### src/rtl/tag_pkg.sv
package tag_pkg;

  localparam int unsigned ADDR_W = 3;
  localparam int unsigned CTRL_W = 7;

  localparam logic [ADDR_W-1:0] ADR_CTRL = 3'd0;
  localparam logic [ADDR_W-1:0] ADR_SEC  = 3'd1;
  localparam logic [ADDR_W-1:0] ADR_SUB  = 3'd2;
  localparam logic [ADDR_W-1:0] ADR_TOD  = 3'd3;
  localparam logic [ADDR_W-1:0] ADR_SSA  = 3'd4;

  localparam int unsigned B_RUN    = 0;
  localparam int unsigned B_UNLOCK = 1;
  localparam int unsigned B_TOD_EN = 2;
  localparam int unsigned B_SS_EN  = 3;
  localparam int unsigned B_BUSY   = 4;
  localparam int unsigned B_READY  = 5;
  localparam int unsigned B_IRQ_EN = 6;

  // packed MSB first: field order matches bit positions 6..0
  typedef struct packed {
    logic irq_en;
    logic ready;
    logic busy;
    logic ss_en;
    logic tod_en;
    logic unlock;
    logic run;
  } ctrl_t;

endpackage

### src/rtl/tag_rst_sync.sv
module tag_rst_sync #(
  parameter int unsigned STAGES = 2
) (
  input  logic clk,
  input  logic rst_n,
  output logic rst_sync_n
);

  logic [STAGES-1:0] stage_q;
  logic [STAGES-1:0] stage_d;

  always_comb begin
    stage_d = {stage_q[STAGES-2:0], 1'b1};
  end

  always_ff @(posedge clk or negedge rst_n) begin
    if (!rst_n) begin
      stage_q <= '0;
    end else begin
      stage_q <= stage_d;
    end
  end

  assign rst_sync_n = stage_q[STAGES-1];

endmodule

### src/rtl/tag_ctrl_reg.sv
module tag_ctrl_reg
  import tag_pkg::*;
(
  input  logic              clk,
  input  logic              rst_n,
  input  logic              ctrl_wr,
  input  logic [CTRL_W-1:0] ctrl_wdata,
  input  logic              sec_wr_ok,
  input  logic              tick,
  input  logic              pre_ripple,
  output ctrl_t             ctrl_q,
  output logic              ripple,
  output logic              cnt_wr_ok,
  output logic              irq
);

  ctrl_t ctrl_d;
  logic  ctrl_ce;
  logic  sw_clr_ready;
  logic  en_changed;

  assign ripple    = tick & ctrl_q.run;
  assign cnt_wr_ok = ~ctrl_q.run & ~ctrl_q.busy;
  assign ctrl_ce   = ctrl_wr | tick | pre_ripple | sec_wr_ok;

  always_comb begin
    ctrl_d       = ctrl_q;
    sw_clr_ready = 1'b0;
    if (ctrl_wr) begin
      ctrl_d.unlock = ctrl_wdata[B_UNLOCK];
      ctrl_d.irq_en = ctrl_wdata[B_IRQ_EN];
      sw_clr_ready  = ~ctrl_wdata[B_READY];
      if (!ctrl_q.busy) begin
        if (ctrl_wdata[B_RUN] && !ctrl_q.run) begin
          ctrl_d.run = 1'b1;
        end else if (!ctrl_wdata[B_RUN] && ctrl_q.run && ctrl_q.unlock) begin
          ctrl_d.run = 1'b0;
        end
        ctrl_d.tod_en = ctrl_wdata[B_TOD_EN];
        ctrl_d.ss_en  = ctrl_wdata[B_SS_EN];
      end
    end
    en_changed = (ctrl_d.run != ctrl_q.run) |
                 (ctrl_d.tod_en != ctrl_q.tod_en) |
                 (ctrl_d.ss_en != ctrl_q.ss_en);
    if (en_changed || sec_wr_ok) begin
      ctrl_d.busy = 1'b1;
    end else if (tick) begin
      ctrl_d.busy = 1'b0;
    end
    if (ripple) begin
      ctrl_d.ready = 1'b1;
    end else if (pre_ripple || sw_clr_ready) begin
      ctrl_d.ready = 1'b0;
    end
  end

  always_ff @(posedge clk or negedge rst_n) begin
    if (!rst_n) begin
      ctrl_q <= '{busy: 1'b1, default: 1'b0};
    end else if (ctrl_ce) begin
      ctrl_q <= ctrl_d;
    end
  end

  assign irq = ctrl_q.ready & ctrl_q.irq_en;


  busy_set_chk: assert property (@(posedge clk) disable iff (!rst_n)
    sec_wr_ok |=> ctrl_q.busy);

  busy_clr_chk: assert property (@(posedge clk) disable iff (!rst_n)
    (tick && !ctrl_wr && !sec_wr_ok) |=> !ctrl_q.busy);

  busy_hold_chk: assert property (@(posedge clk) disable iff (!rst_n)
    ctrl_q.busy |=> (ctrl_q.run == $past(ctrl_q.run)) &&
                    (ctrl_q.tod_en == $past(ctrl_q.tod_en)) &&
                    (ctrl_q.ss_en == $past(ctrl_q.ss_en)));

  run_lock_chk: assert property (@(posedge clk) disable iff (!rst_n)
    (ctrl_q.run && !ctrl_q.unlock) |=> ctrl_q.run);

  pre_clr_chk: assert property (@(posedge clk) disable iff (!rst_n)
    (pre_ripple && !ripple) |=> !ctrl_q.ready);

  ready_src_chk: assert property (@(posedge clk) disable iff (!rst_n)
    $rose(ctrl_q.ready) |-> $past(ripple));

  busy_ro_chk: assert property (@(posedge clk) disable iff (!rst_n)
    $rose(ctrl_q.busy) |-> ($past(sec_wr_ok) || $past(ctrl_wr)));

  ready_set_chk: assert property (@(posedge clk) disable iff (!rst_n)
    ripple |=> ctrl_q.ready);

  irq_rise_chk: assert property (@(posedge clk) disable iff (!rst_n)
    $rose(irq) |-> ($past(ripple) || $past(ctrl_wr)));

endmodule

### src/rtl/tag_count.sv
module tag_count #(
  parameter int unsigned SEC_W = 32,
  parameter int unsigned SUB_W = 8
) (
  input  logic             clk,
  input  logic             rst_n,
  input  logic             ripple,
  input  logic             sec_wr,
  input  logic             sub_wr,
  input  logic [SEC_W-1:0] sec_wdata,
  input  logic [SUB_W-1:0] sub_wdata,
  output logic [SEC_W-1:0] sec_q,
  output logic [SUB_W-1:0] sub_q
);

  logic [SEC_W-1:0] sec_d;
  logic [SUB_W-1:0] sub_d;
  logic             sec_ce;
  logic             sub_ce;
  logic             sub_wrap;

  assign sub_wrap = &sub_q;
  assign sub_ce   = ripple | sub_wr;
  assign sec_ce   = (ripple & sub_wrap) | sec_wr;

  always_comb begin
    sub_d = sub_wdata;
    sec_d = sec_wdata;
    if (ripple) begin
      sub_d = sub_q + 1'b1;
      sec_d = sec_q + 1'b1;
    end
  end

  always_ff @(posedge clk or negedge rst_n) begin
    if (!rst_n) begin
      sub_q <= '0;
    end else if (sub_ce) begin
      sub_q <= sub_d;
    end
  end

  always_ff @(posedge clk or negedge rst_n) begin
    if (!rst_n) begin
      sec_q <= '0;
    end else if (sec_ce) begin
      sec_q <= sec_d;
    end
  end


  sub_inc_chk: assert property (@(posedge clk) disable iff (!rst_n)
    ripple |=> sub_q == $past(sub_q) + 1'b1);

  sec_wrap_chk: assert property (@(posedge clk) disable iff (!rst_n)
    (ripple && sub_wrap) |=> sec_q == $past(sec_q) + 1'b1);

  sec_hold_chk: assert property (@(posedge clk) disable iff (!rst_n)
    (ripple && !sub_wrap) |=> $stable(sec_q));

endmodule

### src/rtl/tag_guarded_reg.sv
module tag_guarded_reg #(
  parameter int unsigned W = 8
) (
  input  logic         clk,
  input  logic         rst_n,
  input  logic         wr,
  input  logic         lock,
  input  logic [W-1:0] d,
  output logic [W-1:0] q
);

  logic ce;

  assign ce = wr & ~lock;

  always_ff @(posedge clk or negedge rst_n) begin
    if (!rst_n) begin
      q <= '0;
    end else if (ce) begin
      q <= d;
    end
  end


  lock_hold_chk: assert property (@(posedge clk) disable iff (!rst_n)
    lock |=> $stable(q));

endmodule

### src/rtl/timer_access_guard.sv
module timer_access_guard #(
  parameter int unsigned DATA_W = 32,
  parameter int unsigned SEC_W  = 32,
  parameter int unsigned SUB_W  = 8
) (
  input  logic              clk,
  input  logic              rst_n,
  input  logic              wr_en,
  input  logic [2:0]        wr_addr,
  input  logic [DATA_W-1:0] wr_data,
  input  logic [2:0]        rd_addr,
  output logic [DATA_W-1:0] rd_data,
  input  logic              tick,
  input  logic              pre_ripple,
  output logic              irq
);
  import tag_pkg::*;

  localparam int unsigned SYNC_STAGES = 2;
  localparam int unsigned NUM_ALARM   = 2;

  logic             rst_core_n;
  ctrl_t            ctrl_q;
  logic             ripple;
  logic             cnt_wr_ok;
  logic             ctrl_wr;
  logic             sec_wr_ok;
  logic             sub_wr_ok;
  logic [SEC_W-1:0] sec_q;
  logic [SUB_W-1:0] sub_q;
  logic [SEC_W-1:0] tod_alarm_q;
  logic [SUB_W-1:0] ss_alarm_q;

  tag_rst_sync #(.STAGES(SYNC_STAGES)) u_rst (
    .clk        (clk),
    .rst_n      (rst_n),
    .rst_sync_n (rst_core_n)
  );

  assign ctrl_wr   = wr_en & (wr_addr == ADR_CTRL);
  assign sec_wr_ok = wr_en & (wr_addr == ADR_SEC) & cnt_wr_ok;
  assign sub_wr_ok = wr_en & (wr_addr == ADR_SUB) & cnt_wr_ok;

  tag_ctrl_reg u_ctrl (
    .clk        (clk),
    .rst_n      (rst_core_n),
    .ctrl_wr    (ctrl_wr),
    .ctrl_wdata (wr_data[CTRL_W-1:0]),
    .sec_wr_ok  (sec_wr_ok),
    .tick       (tick),
    .pre_ripple (pre_ripple),
    .ctrl_q     (ctrl_q),
    .ripple     (ripple),
    .cnt_wr_ok  (cnt_wr_ok),
    .irq        (irq)
  );

  tag_count #(.SEC_W(SEC_W), .SUB_W(SUB_W)) u_count (
    .clk       (clk),
    .rst_n     (rst_core_n),
    .ripple    (ripple),
    .sec_wr    (sec_wr_ok),
    .sub_wr    (sub_wr_ok),
    .sec_wdata (wr_data[SEC_W-1:0]),
    .sub_wdata (wr_data[SUB_W-1:0]),
    .sec_q     (sec_q),
    .sub_q     (sub_q)
  );

  // one guarded register per alarm: index 0 time-of-day, index 1 sub-second
  for (genvar g = 0; g < NUM_ALARM; g++) begin : g_alarm
    if (g == 0) begin : g_tod
      tag_guarded_reg #(.W(SEC_W)) u_reg (
        .clk   (clk),
        .rst_n (rst_core_n),
        .wr    (wr_en & (wr_addr == ADR_TOD)),
        .lock  (ctrl_q.tod_en),
        .d     (wr_data[SEC_W-1:0]),
        .q     (tod_alarm_q)
      );
    end else begin : g_ss
      tag_guarded_reg #(.W(SUB_W)) u_reg (
        .clk   (clk),
        .rst_n (rst_core_n),
        .wr    (wr_en & (wr_addr == ADR_SSA)),
        .lock  (ctrl_q.ss_en),
        .d     (wr_data[SUB_W-1:0]),
        .q     (ss_alarm_q)
      );
    end
  end

  always_comb begin
    rd_data = '0;
    unique case (rd_addr)
      ADR_CTRL: rd_data[CTRL_W-1:0] = ctrl_q;
      ADR_SEC:  rd_data[SEC_W-1:0]  = sec_q;
      ADR_SUB:  rd_data[SUB_W-1:0]  = sub_q;
      ADR_TOD:  rd_data[SEC_W-1:0]  = tod_alarm_q;
      ADR_SSA:  rd_data[SUB_W-1:0]  = ss_alarm_q;
      default:  rd_data = '0;
    endcase
  end


  cnt_lock_chk: assert property (@(posedge clk) disable iff (!rst_core_n)
    (wr_en && (wr_addr == ADR_SEC) && (ctrl_q.run || ctrl_q.busy) && !ripple)
      |=> $stable(sec_q));

  sub_nobusy_chk: assert property (@(posedge clk) disable iff (!rst_core_n)
    (sub_wr_ok && !ctrl_q.busy) |=> !ctrl_q.busy);

endmodule

### config.mk
export PLATFORM = sky130hd
export DESIGN_NAME = timer_access_guard
export DESIGN_NICKNAME = d
export VERILOG_FILES = /design/src/rtl/tag_pkg.sv /design/src/rtl/tag_rst_sync.sv /design/src/rtl/tag_ctrl_reg.sv /design/src/rtl/tag_count.sv /design/src/rtl/tag_guarded_reg.sv /design/src/rtl/timer_access_guard.sv
export SDC_FILE = /design/constraint.sdc
export NUM_CORES = 1
export LEC_CHECK = 0
export BUFFER_PORTS_ARGS = -buffer_cell sky130_fd_sc_hd__buf_2
export CAP_MARGIN = 20
export CORE_AREA = 2 2 113 115
export CTS_BUF_LIST = sky130_fd_sc_hd__clkbuf_16
export DETAILED_ROUTE_END_ITERATION = 7
export DIE_AREA = 0 0 115 117
export PLACE_DENSITY = 0.69
export SKIP_LAST_GASP = 1
export SYNTH_ARGS = -nofsm -noshare
export SYNTH_HDL_FRONTEND = slang
export SYNTH_HIERARCHICAL = 1
export SYNTH_SLANG_ARGS = --single-unit
### constraint.sdc
create_clock -name clk -period 8.5 [get_ports clk]
set_input_delay 2.55 -clock clk [delete_from_list [all_inputs] [get_ports clk]]
set_output_delay 2.55 -clock clk [all_outputs]
set_load 0.005 [all_outputs]
After elaboration in Yosys (flattened, before gate mapping)
Cells that the tools add are included.
{"block": "word_totals", "wordCells": 80, "ff_bits": 89, "out_inout_bits": 33, "inputBits": 43}
{"block": "classes", "bitwise": 25, "n_mux": 15, "n_addsub": 2, "n_eq_ne": 11, "n_reduce_logical": 15}
{"operator": "one-hot mux 24 bit (2 select lines)", "n": 1}
{"operator": "one-hot mux 7 bit (5 select lines)", "n": 1}
{"operator": "adder 32 x 1 -> 32 bit (second input constant)", "n": 1}
{"operator": "2-to-1 mux 32 bit", "n": 1}
{"operator": "AND 1 bit", "n": 13}
{"operator": "equality test 3 x 2 -> 1 bit (second input constant)", "n": 4}
{"operator": "adder 8 x 1 -> 8 bit (second input constant)", "n": 1}
{"operator": "2-to-1 mux 1 bit", "n": 8}
{"operator": "2-to-1 mux 8 bit", "n": 1}
{"operator": "AND reduction 8 bit", "n": 1}
{"operator": "OR 1 bit", "n": 7}
{"operator": "equality test 3 x 1 -> 1 bit (second input constant)", "n": 2}
{"operator": "equality test 3 bit (second input constant)", "n": 2}
{"operator": "logical NOT 3 bit", "n": 2}
{"operator": "AND reduction 2 bit", "n": 3}
{"operator": "NOT 1 bit", "n": 5}
{"operator": "2-to-1 mux 4 bit", "n": 1}
{"operator": "one-hot mux 1 bit (4 select lines)", "n": 1}
{"operator": "nonzero test 2 bit", "n": 2}
{"operator": "logical AND 1 bit", "n": 3}
{"operator": "inequality test 1 bit", "n": 3}
{"operator": "logical NOT 1 bit", "n": 2}
{"operator": "logical OR 1 bit", "n": 2}
{"operator": "2-to-1 mux 2 bit", "n": 1}

Logic depth before layout (Yosys ltp)
Gate-level depths: netlist of the first run.
{"block": "logic_depth", "depth_word": 13, "mapped_depth": 9, "depth_no_buf": 7}

By module
The synthesis of the first run kept the hierarchy.
{"mod": "tag_count", "cells_each": 303, "seq_area_each_um2": 1001.0, "area_each_um2": 2602.5, "instances": 1}
{"mod": "tag_guarded_reg (g_alarm[0].g_tod.u_reg)", "cells_each": 69, "seq_area_each_um2": 800.8, "area_each_um2": 1358.8, "instances": 1}
{"mod": "timer_access_guard", "cells_each": 82, "seq_area_each_um2": 0.0, "area_each_um2": 646.9, "instances": 1}
{"mod": "tag_guarded_reg (g_alarm[1].g_ss.u_reg)", "cells_each": 18, "seq_area_each_um2": 200.2, "area_each_um2": 345.3, "instances": 1}
{"mod": "tag_ctrl_reg", "cells_each": 27, "seq_area_each_um2": 176.4, "area_each_um2": 342.8, "instances": 1}
{"mod": "tag_rst_sync", "cells_each": 3, "seq_area_each_um2": 50.0, "area_each_um2": 53.8, "instances": 1}

Worst setup path before layout of the first run
Ideal clock, no wire load.
{"block": "synth_path", "kind": "input to output", "start": "input rd_addr[0]", "end": "output rd_data[11]", "path_buffers": 3, "arrival_ps": 3377, "path_stages": 6, "path_slack_ps": 2573, "required_time_ps": 5950, "path_cell_list": "nor2b_2 buf_6 and2_4 buf_6 buf_8 a22o_1"}
{"block": "synth_via", "elab_chain_cells": 2, "word_cells_on_any_way": 3, "classes_between": "eq/ne: 2; mux: 1"}
{"element": "start, declared", "line": "timer_access_guard.sv:11", "rtl": "input logic [2:0] rd_addr,"}
{"element": "equality test 3 x 2 -> 1 bit / equality test 3 x 1 -> 1 bit (equally long branches)", "line": "timer_access_guard.sv:95", "rtl": "unique case (rd_addr)"}
{"element": "one-hot mux 24 bit (2 select lines) *", "line": "timer_access_guard.sv:95"}
{"element": "end, declared", "line": "timer_access_guard.sv:12", "rtl": "output logic [DATA_W-1:0] rd_data,"}
Every way passes the cells marked *; elsewhere a longest branch is shown, timed or not.

Worst setup path in the final report of the first run
{"block": "layout_path", "start": "input rd_addr[0]", "end": "output rd_data[9]"}
Same word-level chain as after synthesis.

==> results.md, run 1 <==
- Synth Register Bits: slightly below 90
- Hold WS: around 0.32 ns
- Most used flip-flop cell after synthesis: dfrtp_1
- Fin. max-slew vios: 0
- Synthesized area: 5350 um^2
- CTS clock-pin slew for the worst setup and hold paths: approximately 0.060 ns
- Min-Delay Path Class: flop to asynchronous set/reset pin
- Area Growth Syn to Fin: 12.7%
- Vias: 4,337
- CP Launch Type: input port
- Total Nets Final: 607
- Die X-Extent: 115 um
- IO Pins: 76
- YS warnings: 6
- CTS buffer count: 9
- IO Port Bufs: 75
- Vias in the first global route: about 4,200
- Max Cap Viol: 0
- Starting Density: 0.435
- Worst reg-to-reg path cell count: 6
- Postcts setup bufs: 0
- Minimum clock period: 6.44 ns
- Fmax: 0.155 GHz
- Reg-to-reg critical path endpoint: u_count/sec_q[31]$_DFFE_PN0P_
- Critical Path End Type: output pin
- Final setup vio count: 0
- Final TNS setup: 0 ns
- Setup Skew: 0.00501 ns
- Maximum number of pins on one net before global-route repair: 88
- Clock Tree Buf Depth: 2
- Worst vdd ir: 0.108 mV
- Leakage power: 2.63 nW
- Post-route ant nets: 0
- Final Hold Violating Endpoints: 0
- Number of enable flip-flop cells after synthesis: 0
- Async SR Flop Fraction: 1.00
- DRT Wirelength: 13,700 um
- Synth cell types: 69
- R2r setup slk: roughly 5.6 ns
- Worst endpoint required time: 5.95 ns
- Cts repair resizes: 0
- Initial DRC count: 389
- CTS tree: done
- Syn Nets: around 550
- Overall Global Routing Usage: 0.215
- CTS Sinks: 89
- GP Congestion: 0.895
- Core ar.: 12,300 um^2
- GRT overflow: 0
- Root buffer cell: clkbuf_16
- Remaining DRCs: 0
- DRT Pass-1 Iters: 5
- Tightest Pin Transition: roughly 1.1 ns
- Die Span Y: 117 um
- # rows: 41
- H-tree depth: 3
- Vias per inst: approximately 6.1
- Pwr per Cell Area: 258 nW/um^2
- Status: finished, final reports clean
- Initial antenna violation count: 0
- Wire per inst: 19.1 um
- RSZ-0062 raised after global routing: false
- Die area: approximately 13,000 um^2
- Cell count after synthesis: 502
- CP Class: input port to output pin
- Share of cells above drive strength 1: 0.302
- Peak fanout along the critical path: 24
- Dpl hpwl: 9050 um
- Worst EP arrival: 3.89 ns
- # diodes: 0
- CTS Hold Bufs: 0
- Global-route wire length before repair: 22,500 um
- Final period util: 0.757
- Clk_lat worst skew: 0.35 ns
- Sequential area share after synthesis: 0.417
- Relative max-transition margin: 0.257
- Syn_area_per_cell: 10.7 um^2
- Reg-to-reg startpoint: u_ctrl/ctrl_q[0]$_DFFE_PN0P_
[cell type report]
type / instances / area [um^2]
clock buffer: 9 / 225
clock inverter: 6 / 51.3
tap: 150 / 188
multi-input combinational: 372 / 2860
sequential: 89 / 2230
inverter: 8 / 30.0
timing repair buffer: 82 / 448
fill: 1129 / 6280
[power by group]
group	internal, W	leakage (nW)	switching (W)	total [W]
Clock	0.000222	0.141	0.000158	0.000380
Sequential	0.000566	1.07	0.000168	0.000734
Combinational	0.000252	1.42	0.000193	0.000444
[synthesized netlist by cell type, types with 2 or more instances]
| cell type | instances | share of area |
|---|---|---|
| dfrtp_1 | 88 | 0.41 |
| mux2_4 | 40 | 0.11 |
| nand2_1 | 38 | 0.027 |
| a21oi_1 | 33 | 0.031 |
| a22o_1 | 24 | 0.039 |
| o21ai_0 | 23 | 0.022 |
| o22ai_1 | 19 | 0.022 |
| mux2i_1 | 18 | 0.034 |
| nor2_1 | 17 | 0.012 |
| clkbuf_1 | 16 | 0.011 |
| nand3_1 | 15 | 0.014 |
| a22oi_1 | 14 | 0.020 |
| mux2_2 | 14 | 0.029 |
| nand4_1 | 12 | 0.014 |
| nor3_1 | 9 | 0.0084 |
| a32oi_1 | 8 | 0.013 |
| and3_1 | 8 | 0.0094 |
| buf_2 | 7 | 0.0065 |
| nor2b_1 | 7 | 0.0082 |
| o21ai_1 | 7 | 0.0065 |
| inv_1 | 6 | 0.0042 |
| and4_1 | 4 | 0.0065 |
| buf_6 | 4 | 0.0084 |
| a31oi_1 | 3 | 0.0035 |
| and2_1 | 3 | 0.0035 |
| buf_12 | 3 | 0.011 |
| nor3b_1 | 3 | 0.0042 |
| nor4_1 | 3 | 0.0035 |
| or3_1 | 3 | 0.0035 |
| xnor2_1 | 3 | 0.0049 |
| xor2_1 | 3 | 0.0049 |
| a211oi_1 | 2 | 0.0028 |
| buf_8 | 2 | 0.0056 |
| ha_1 | 2 | 0.0047 |
| nand3b_1 | 2 | 0.0028 |
| nor2b_4 | 2 | 0.0051 |
| nor3_2 | 2 | 0.0037 |
| nor4_4 | 2 | 0.0080 |
| or2_2 | 2 | 0.0023 |
| or4b_1 | 2 | 0.0037 |
[cells by family after synthesis]
family,share of synthesized area
other cells,0.000701
simple gates,0.157
buf+inv,0.0500
xor+xnor,0.00982
compound gates,0.186
mux,0.175
fa+ha+maj,0.00468
flops,0.417
[metrics by stage]
| stage | utilization | total power [W] | area, um^2 | cells | setup WS, ns |
|---|---|---|---|---|---|
| after floorplan | - | 0.00104 | 5350 | 502 | 2.57 |
| after global placement | 0.465 | 0.00115 | 5730 | 700 | 2.13 |
| after detailed placement | 0.465 | 0.00117 | 5730 | 700 | 2.08 |
| after CTS | 0.488 | 0.00157 | 6000 | 715 | 2.08 |
| after global routing | 0.490 | 0.00166 | 6030 | 716 | 1.97 |
| final | 0.490 | 0.00156 | 6030 | 716 | 2.06 |
[sequential cells by signal, indices dropped and copies added (netlist names)]
| signal | flops |
|---|---|
| g_alarm.g_ss.u_reg/q | 8 |
| u_rst/stage_q | 2 |
| g_alarm.g_tod.u_reg/q | 32 |
| u_count/sec_q | 32 |
| u_ctrl/ctrl_q | 7 |
| u_count/sub_q | 8 |
[per-layer routing]
metal  vias up  wire [um]  global-route usage
met2       139       6450               0.339
met3        24        664              0.0417
met4         0        353              0.0892
li1       2019          -                   -
met5         -          0                   0
met1      2155       6220               0.293
[critical path: stages]
cell and delay [ns]:
buf_2 0.23, nor2b_2 0.38, and2_4 0.42, a22o_2 0.20, buf_2 0.10
[worst max-delay path by stage]
stage               start           to  slack, ns
4_1_cts        rd_addr[0]   rd_data[9]       2.08
6_report       rd_addr[0]   rd_data[9]       2.06
3_5_place_dp   rd_addr[0]   rd_data[9]       2.08
2_1_floorplan  rd_addr[0]  rd_data[11]       2.57
3_3_place_gp   rd_addr[0]   rd_data[9]       2.13
5_1_grt        rd_addr[0]   rd_data[9]       1.97
[cell usage in the layout (no fill, tap or decap), types with 3 or more instances in the layout]
| cell | instances |
|---|---|
| a32oi_1 | 8 |
| and3_1 | 8 |
| or3_1 | 3 |
| clkbuf_16 | 9 |
| nor3b_1 | 3 |
| nor4_1 | 3 |
| nand2_1 | 38 |
| buf_2 | 75 |
| nand3_1 | 15 |
| mux2i_1 | 18 |
| buf_4 | 6 |
| a21oi_1 | 33 |
| nand4_1 | 12 |
| and4_1 | 4 |
| o21ai_1 | 7 |
| inv_1 | 7 |
| nor2b_1 | 7 |
| nor3_1 | 9 |
| clkinv_1 | 3 |
| o22ai_1 | 19 |
| a22oi_1 | 14 |
| xor2_1 | 3 |
| nor2_1 | 17 |
| xnor2_1 | 3 |
| a31oi_1 | 3 |
| mux2_2 | 14 |
| dfrtp_1 | 87 |
| and2_1 | 3 |
| mux2_4 | 40 |
| o21ai_0 | 23 |
| a22o_1 | 24 |
No activity file was read; power rests on OpenSTA's default activity.
==> run 2, diff against run 1 <==
Settings changed: ABC_AREA set to 1, CORE_AREA 2 2 113 115 to 2 2 120 122, DIE_AREA 0 0 115 117 to 0 0 122 124, PLACE_DENSITY 0.69 to 0.71.
Clock period 8.5 ns to 5.7 ns, I/O delays scaled along.
==> results.md, run 2 <==
- Status: finished, final reports clean
- CTS clock-pin slew for the worst setup and hold paths: 0.06 ns (about the same)
- Core ar.: 13,700 um^2 (+11%)
- Global-route wire length before repair: 25,900 um (+15%)
- Sequential area share after synthesis: 0.362 (-0.0544)
- Area Growth Syn to Fin: 9.49%
- Relative max-transition margin: 0.425 (+0.168)
- Ranking of synthesized cells by instance count: nand2_1, inv_1, nor2_1, nand3_1, dfrtp_1
- Cts repair resizes: 0 (unchanged)
- Regs by FF count: g_alarm.g_tod.u_reg/q x32, u_count/sec_q x32
- Syn Nets: 944 (+73%)
- Worst vdd ir: 0.159 mV (+47%)
- CP Launch Type: input port
- Commonest non-fill, non-tap cell in the layout: nand2_1
- Fmax: 0.213 GHz
- GRT overflow: 0 (unchanged)
- Share of cells above drive strength 1: 0.176 (-0.126)
- Fin. max-slew vios: 0 (unchanged)
- Critical Path End Type: output pin
- Initial antenna violation count: 0 (unchanged)
- RSZ-0062 raised after global routing: false
- Fill cells: 1,427 (+26%)
- IO Pins: 76 (unchanged)
- Clk_lat worst skew: 0.35 ns (about the same)
- Min-Delay Path Class: flop to asynchronous set/reset pin
- Vias in the first global route: 5,224 (+23%)
- Vias per inst: 5.09 (-16%)
- DRT Wirelength: 15,900 um (+16%)
- Synth Register Bits: 89 (unchanged)
- Global routing usage on met2: 0.331 (-0.00786)
- Maximum number of pins on one net before global-route repair: 58 (-34%)
- Die area: 15,100 um^2 (+12%)
- Post-route ant nets: 0 (unchanged)
- Setup Skew: 0.00647 ns (+0.00146 ns)
- Layout Cells excl Fill: 1,138 (+59%)
- Most frequent cells in the layout: nand2_1, inv_1, nor2_1
- GR peak layer: met2
- Final Hold Violating Endpoints: 0 (unchanged)
- Met3 Use GR: 0.0288 (-0.0129)
- Async SR Flop Fraction: 1.00 (unchanged)
- Starting Density: 0.449 (+0.0141)
- CTS Sinks: 89 (unchanged)
- Peak fanout along the critical path: 26 (+8.3%)
- Setup ws final: 1.00 ns (-1.06 ns)
- Postcts setup bufs: 0 (unchanged)
- Reg-to-reg startpoint: u_ctrl/ctrl_q[0]$_DFFE_PN0P_
- Place WS: 0.961 ns (-1.12 ns)
- IO Port Bufs: 75 (unchanged)
- Clock Tree Buf Depth: 2 (unchanged)
- Reg area: 2230 um^2 (unchanged)
- H-tree depth: 3 (unchanged)
- # diodes: 0 (unchanged)
- Most used flip-flop cell after synthesis: dfrtp_1
- Final TNS setup: 0 ns (unchanged)
- Placed Cells: 1,122 (+60%)
- Worst endpoint required time: 3.99 ns (-1.96 ns)
- Minimum clock period: 4.70 ns
- Max Cap Viol: 0 (unchanged)
- Multi-input logic area: 3190 um^2 (+12%)
- YS warnings: 6 (unchanged)
- DRT Pass-1 Iters: 5 (unchanged)
- Top cell type's share of synthesized area: 0.358 (-0.0538)
- CTS buffer count: 9 (unchanged)
- Dominant cells by area after synthesis: dfrtp_1, nand2_1, nand3_1
- CP Class: input port to output pin
- Largest area contributor in the netlist: dfrtp_1
- Leakage power: 3.46 nW (+32%)
- GP Congestion: 0.906 (+1.2%)
- Final setup vio count: 0 (unchanged)
- GR Layer Usage met1: 0.316 (+0.0222)
- Worst EP arrival: 2.99 ns (-0.90 ns)
- Final period util: 0.824
- Tightest Pin Transition: 0.859 ns (-0.253 ns)
- Remaining DRCs: 0 (unchanged)
- Most common cell in the netlist: nand2_1
- Initial DRC count: 419 (+7.7%)
- Root buffer cell: clkbuf_16
- Pwr per Cell Area: 348 nW/um^2 (+35%)
- CTS tree: done
- Synth cell types: 44 (-36%)
- Number of enable flip-flop cells after synthesis: 0 (unchanged)
- # rows: 43 (+4.9%)
- Dpl hpwl: 11,100 um (+23%)
- Synthesized area: 6150 um^2 (+15%)
- Vias: 5,796 (+34%)
- Syn_area_per_cell: 6.85 um^2 (-36%)
- CTS Hold Bufs: 0 (unchanged)
- Die X-Extent: 122 um (+6.1%)
- Total Nets Final: 998 (+64%)
- Die Span Y: 124 um (+6.0%)
- Overall Global Routing Usage: 0.219 (+0.00313)
- Critical path origin: rd_addr[2]
- Worst reg-to-reg path cell count: 9 (+3)
- Wire per inst: 14.0 um (-27%)
- Cell count after synthesis: 899 (+79%)
==> run 2: changes by cell type after synthesis, sizes merged, moves of 14 or more <==
| cell | delta |
|---|---|
| a21oi | -30 |
| a22o | -25 |
| a22oi | -14 |
| inv | +101 |
| mux2 | -54 |
| mux2i | -18 |
| nand2 | +302 |
| nand3 | +86 |
| nor2 | +99 |
| o21ai | +27 |
| o22ai | -17 |
==> run 2: final timing paths <==
check	endpoint	slack [ns]
setup / recovery	rd_data[11]	1.00
hold / removal	g_alarm[0].g_tod.u_reg/q[27]$_DFFE_PN0P_	0.26
setup reg to reg	u_count/sec_q[9]$_DFFE_PN0P_	3.26
hold reg to reg	g_alarm[0].g_tod.u_reg/q[27]$_DFFE_PN0P_	0.26
max in group asynchronous	g_alarm[0].g_tod.u_reg/q[4]$_DFFE_PN0P_	4.36
min in group clk	u_rst/stage_q[1]$_DFF_PN0_	0.35
==> run 2: logic make-up (layout without fill, tap and decap cells) <==
family / after synthesis / in the layout / share of synthesized area
AOI/OAI and AO/OA: 75 / 75 / 0.0785
DFF: 89 / 89 / 0.362
xor gates and xnor gates: 5 / 5 / 0.00711
adders and majority gates: 2 / 2 / 0.00407
other: 1 / 1 / 0.000609
buffers and inverters: 143 / 202 / 0.120
and+or+nand+nor: 584 / 584 / 0.428
==> run 2: power breakdown <==
group	internal (W)	switching (W)	leakage, nW
Clock	0.000331	0.000251	0.144
Sequential	0.000826	0.000234	1.08
Combinational	0.000254	0.000448	2.23
Total	0.00141	0.000932	3.46
==> run 2: worst max-delay path, stage by stage <==
cell and delay, ns:
buf_2 0.16, inv_4 0.21, nand3_2 0.15, inv_2 0.38, nand2_1 0.15, o21ai_2 0.08, buf_2 0.14
==> run 2: area by class of cell <==
| cell class | count | area share |
|---|---|---|
| clock buffer | 9 | 0.0334 |
| clock inverter | 7 | 0.00798 |
| inverter | 108 | 0.0609 |
| multi-input combinational | 667 | 0.474 |
| sequential | 89 | 0.331 |
| tap | 180 | 0.0334 |
| timing repair buffer | 78 | 0.0590 |
==> run 2: layer usage <==
metal  up-vias  wire [um]
met1      2693       7650
met2       162       7080
met5         -          0
met3        22        830
li1       2919          -
met4         0        345
==> run 2: through the flow <==
| step | power (W) | instance area [um^2] | util | hold slack, ns |
|---|---|---|---|---|
| after detailed placement | 0.00176 | 6460 | 0.471 | 0.274 |
| after floorplan | 0.00156 | 6150 | - | 0.331 |
| after global placement | 0.00174 | 6460 | 0.471 | 0.277 |
| after CTS | 0.00234 | 6740 | 0.491 | 0.278 |
| final | 0.00234 | 6740 | 0.491 | 0.259 |
| after global routing | 0.00252 | 6740 | 0.491 | 0.307 |
==> run 3, diff against run 2 <==
Settings changed: ABC_AREA 1 to 0, CORE_AREA 2 2 120 122 to 2 2 113 115, DIE_AREA 0 0 122 124 to 0 0 115 117.
Clock period 5.7 ns to 4 ns, I/O delays scaled along.
==> results.md, run 3 (synthesized netlist as in run 1, its figures left out) <==
- Hold WS: 0.355 ns (+0.0956 ns)
- Final TNS setup: 0 ns (unchanged)
- DRT Wirelength: 13,700 um (-14%)
- Post-route ant nets: 0 (unchanged)
- GRT overflow: 0 (unchanged)
- IO Port Bufs: 75 (unchanged)
- Cts repair resizes: 0 (unchanged)
- Layout Utilization: 0.491 (about the same)
- H-tree depth: 3 (unchanged)
- Postcts setup bufs: 0 (unchanged)
- Leakage power: 2.63 nW (-24%)
- Comb power frac: 0.278 (-0.021)
- Relative max-transition margin: 0.285 (-0.140)
- CTS buffer count: 9 (unchanged)
- IO Pins: 76 (unchanged)
- Wire per inst: 19.0 um (+36%)
- Internal: 0.00222 W (+57%)
- Tightest Pin Transition: 1.07 ns (+0.213 ns)
- Final setup vio count: 0 (unchanged)
- GP Congestion: 0.953 (+5.2%)
- Fin. max-slew vios: 0 (unchanged)
- Layout Cells excl Fill: 719 (-37%)
- Worst vdd ir: 0.259 mV (+63%)
- RSZ-0062 raised after global routing: false
- Worst EP arrival: 2.37 ns (-0.62 ns)
- CP Launch Type: input port
- Die Span Y: 117 um (-5.6%)
- Vias: 4,373 (-25%)
- Switching Share: 0.339 (-0.0592)
- Clock Tree Buf Depth: 2 (unchanged)
- Fmax: ~0.28 GHz
- Final Hold Violating Endpoints: 0 (unchanged)
- CTS tree: done
- Most frequent cells in the layout: dfrtp_1, buf_2, mux2_4
- Minimum clock period: 3.57 ns
- Net Sw Power: 0.00114 W (+22%)
- Vias per inst: 6.08 (+19%)
- Fill cells: 1,128 (-21%)
- Clk pwr share: 0.252 (+0.003)
- Overall Global Routing Usage: 0.212 (-0.00634)
- Min-Delay Path Class: flop to flop
- Share of cells above drive strength 1: 0.309 (+0.133)
- Initial antenna violation count: 0 (unchanged)
- Root buffer cell: clkbuf_16
- Initial DRC count: 316 (-25%)
- DRT Pass-1 Iters: 6 (+1)
- Dpl hpwl: 9200 um (-17%)
- Setup Skew: 0.00823 ns (+0.00176 ns)
- Multi-input logic area: 2860 um^2 (-11%)
- Commonest non-fill, non-tap cell in the layout: dfrtp_1
- Area Growth Syn to Fin: 13.0%
- Final period util: 0.892
- Critical Path End Type: output pin
- Die X-Extent: 115 um (-5.7%)
- Total Nets Final: 609 (-39%)
- Remaining DRCs: 0 (unchanged)
- Placed Cells: 703 (-37%)
- Starting Density: 0.435 (-0.0141)
- CTS clock-pin slew for the worst setup and hold paths: 0.06 ns (about the same)
- Global-route wire length before repair: 22,300 um (-14%)
- CTS Sinks: 89 (unchanged)
- Seq pwr share: 0.470 (+0.018)
- Worst endpoint required time: 2.80 ns (-1.19 ns)
- Pwr per Cell Area: 556 nW/um^2 (+60%)
- Die area: 13,500 um^2 (-11%)
- CTS Hold Bufs: 0 (unchanged)
- Status: finished, final reports clean
- Core ar.: 12,300 um^2 (-10%)
- Vias in the first global route: 4,229 (-19%)
- # rows: 41 (-4.7%)
- Regs by FF count: g_alarm.g_tod.u_reg/q x32, u_count/sec_q x32
- Clk_lat worst skew: 0.35 ns (about the same)
- # diodes: 0 (unchanged)
- Max Cap Viol: 0 (unchanged)
- Maximum number of pins on one net before global-route repair: 60 (+3.4%)
- Peak fanout along the critical path: 24 (-7.7%)
- Reg area: 2230 um^2 (unchanged)
- CP Class: input port to output pin
run 3: changes by cell type in the layout (fill, tap and decap cells not counted), sizes merged, moves of 8 or more:
cell and delta:
inv -101, nor2 -99, a22o +25, nor2b +10
a21oi +30, o21ai -27, o22ai +17, mux2i +18
a32oi +8, a22oi +14, nand2 -302, mux2 +54
nand3 -86
run 3: metal layers:
metal / share of wire / wire length, um / vias up / GRT usage
li1: - / - / 2030 / -
met1: 0.47 / 6380 / 2145 / 0.294
met2: 0.46 / 6280 / 180 / 0.337
met3: 0.062 / 855 / 18 / 0.0463
met4: 0.013 / 180 / 0 / 0.0610
met5: 0 / 0 / - / 0
run 3: worst paths after layout:
| check | start | end | slack (ns) | cells past startpoint |
|---|---|---|---|---|
| max reg2reg | u_count/sec_q[0]$_DFFE_PN0P_ | u_count/sec_q[30]$_DFFE_PN0P_ | 1.32 | 6 |
| min reg2reg | u_rst/stage_q[0]$_DFF_PN0_ | u_rst/stage_q[1]$_DFF_PN0_ | 0.35 | 0 |
| min | u_rst/stage_q[0]$_DFF_PN0_ | u_rst/stage_q[1]$_DFF_PN0_ | 0.35 | 0 |
| max | rd_addr[0] | rd_data[19] | 0.43 | 6 |
| max in group asynchronous | u_rst/stage_q[1]$_DFF_PN0_ | g_alarm[0].g_tod.u_reg/q[19]$_DFFE_PN0P_ | 2.72 | 1 |
| min in group asynchronous | u_rst/stage_q[1]$_DFF_PN0_ | g_alarm[1].g_ss.u_reg/q[1]$_DFFE_PN0P_ | 0.41 | 0 |
run 3: power groups by stage:
stage               sequential (W)  clock, W  combinational, W
floorplan                  0.00145         0          0.000750
global placement           0.00157         0          0.000887
detailed placement         0.00158         0          0.000913
CTS                        0.00157  0.000862          0.000924
global route               0.00163  0.000906           0.00103
finish                     0.00158  0.000848          0.000933
run 3: stage by stage:
stage               worst slack (ns)  total power, W  area [um^2]
floorplan                      0.773         0.00220         5350
global placement               0.500         0.00245         5750
detailed placement             0.460         0.00249         5750
CTS                            0.460         0.00336         6040
global route                   0.343         0.00356         6040
finish                         0.432         0.00336         6040
run 3: cell type report:
cell class                 count  area share
clock buffer                   9      0.0373
clock inverter                 7      0.0114
multi-input combinational    372       0.473
inverter                       8     0.00497
timing repair buffer          84      0.0733
tap                          150      0.0310
sequential                    89       0.369
run 3: worst max-delay path: stages:
cell and delay (ns):
buf_2 0.24, inv_2 0.12, nor3_2 0.17, buf_4 0.32, a22o_1 0.20, buf_2 0.11
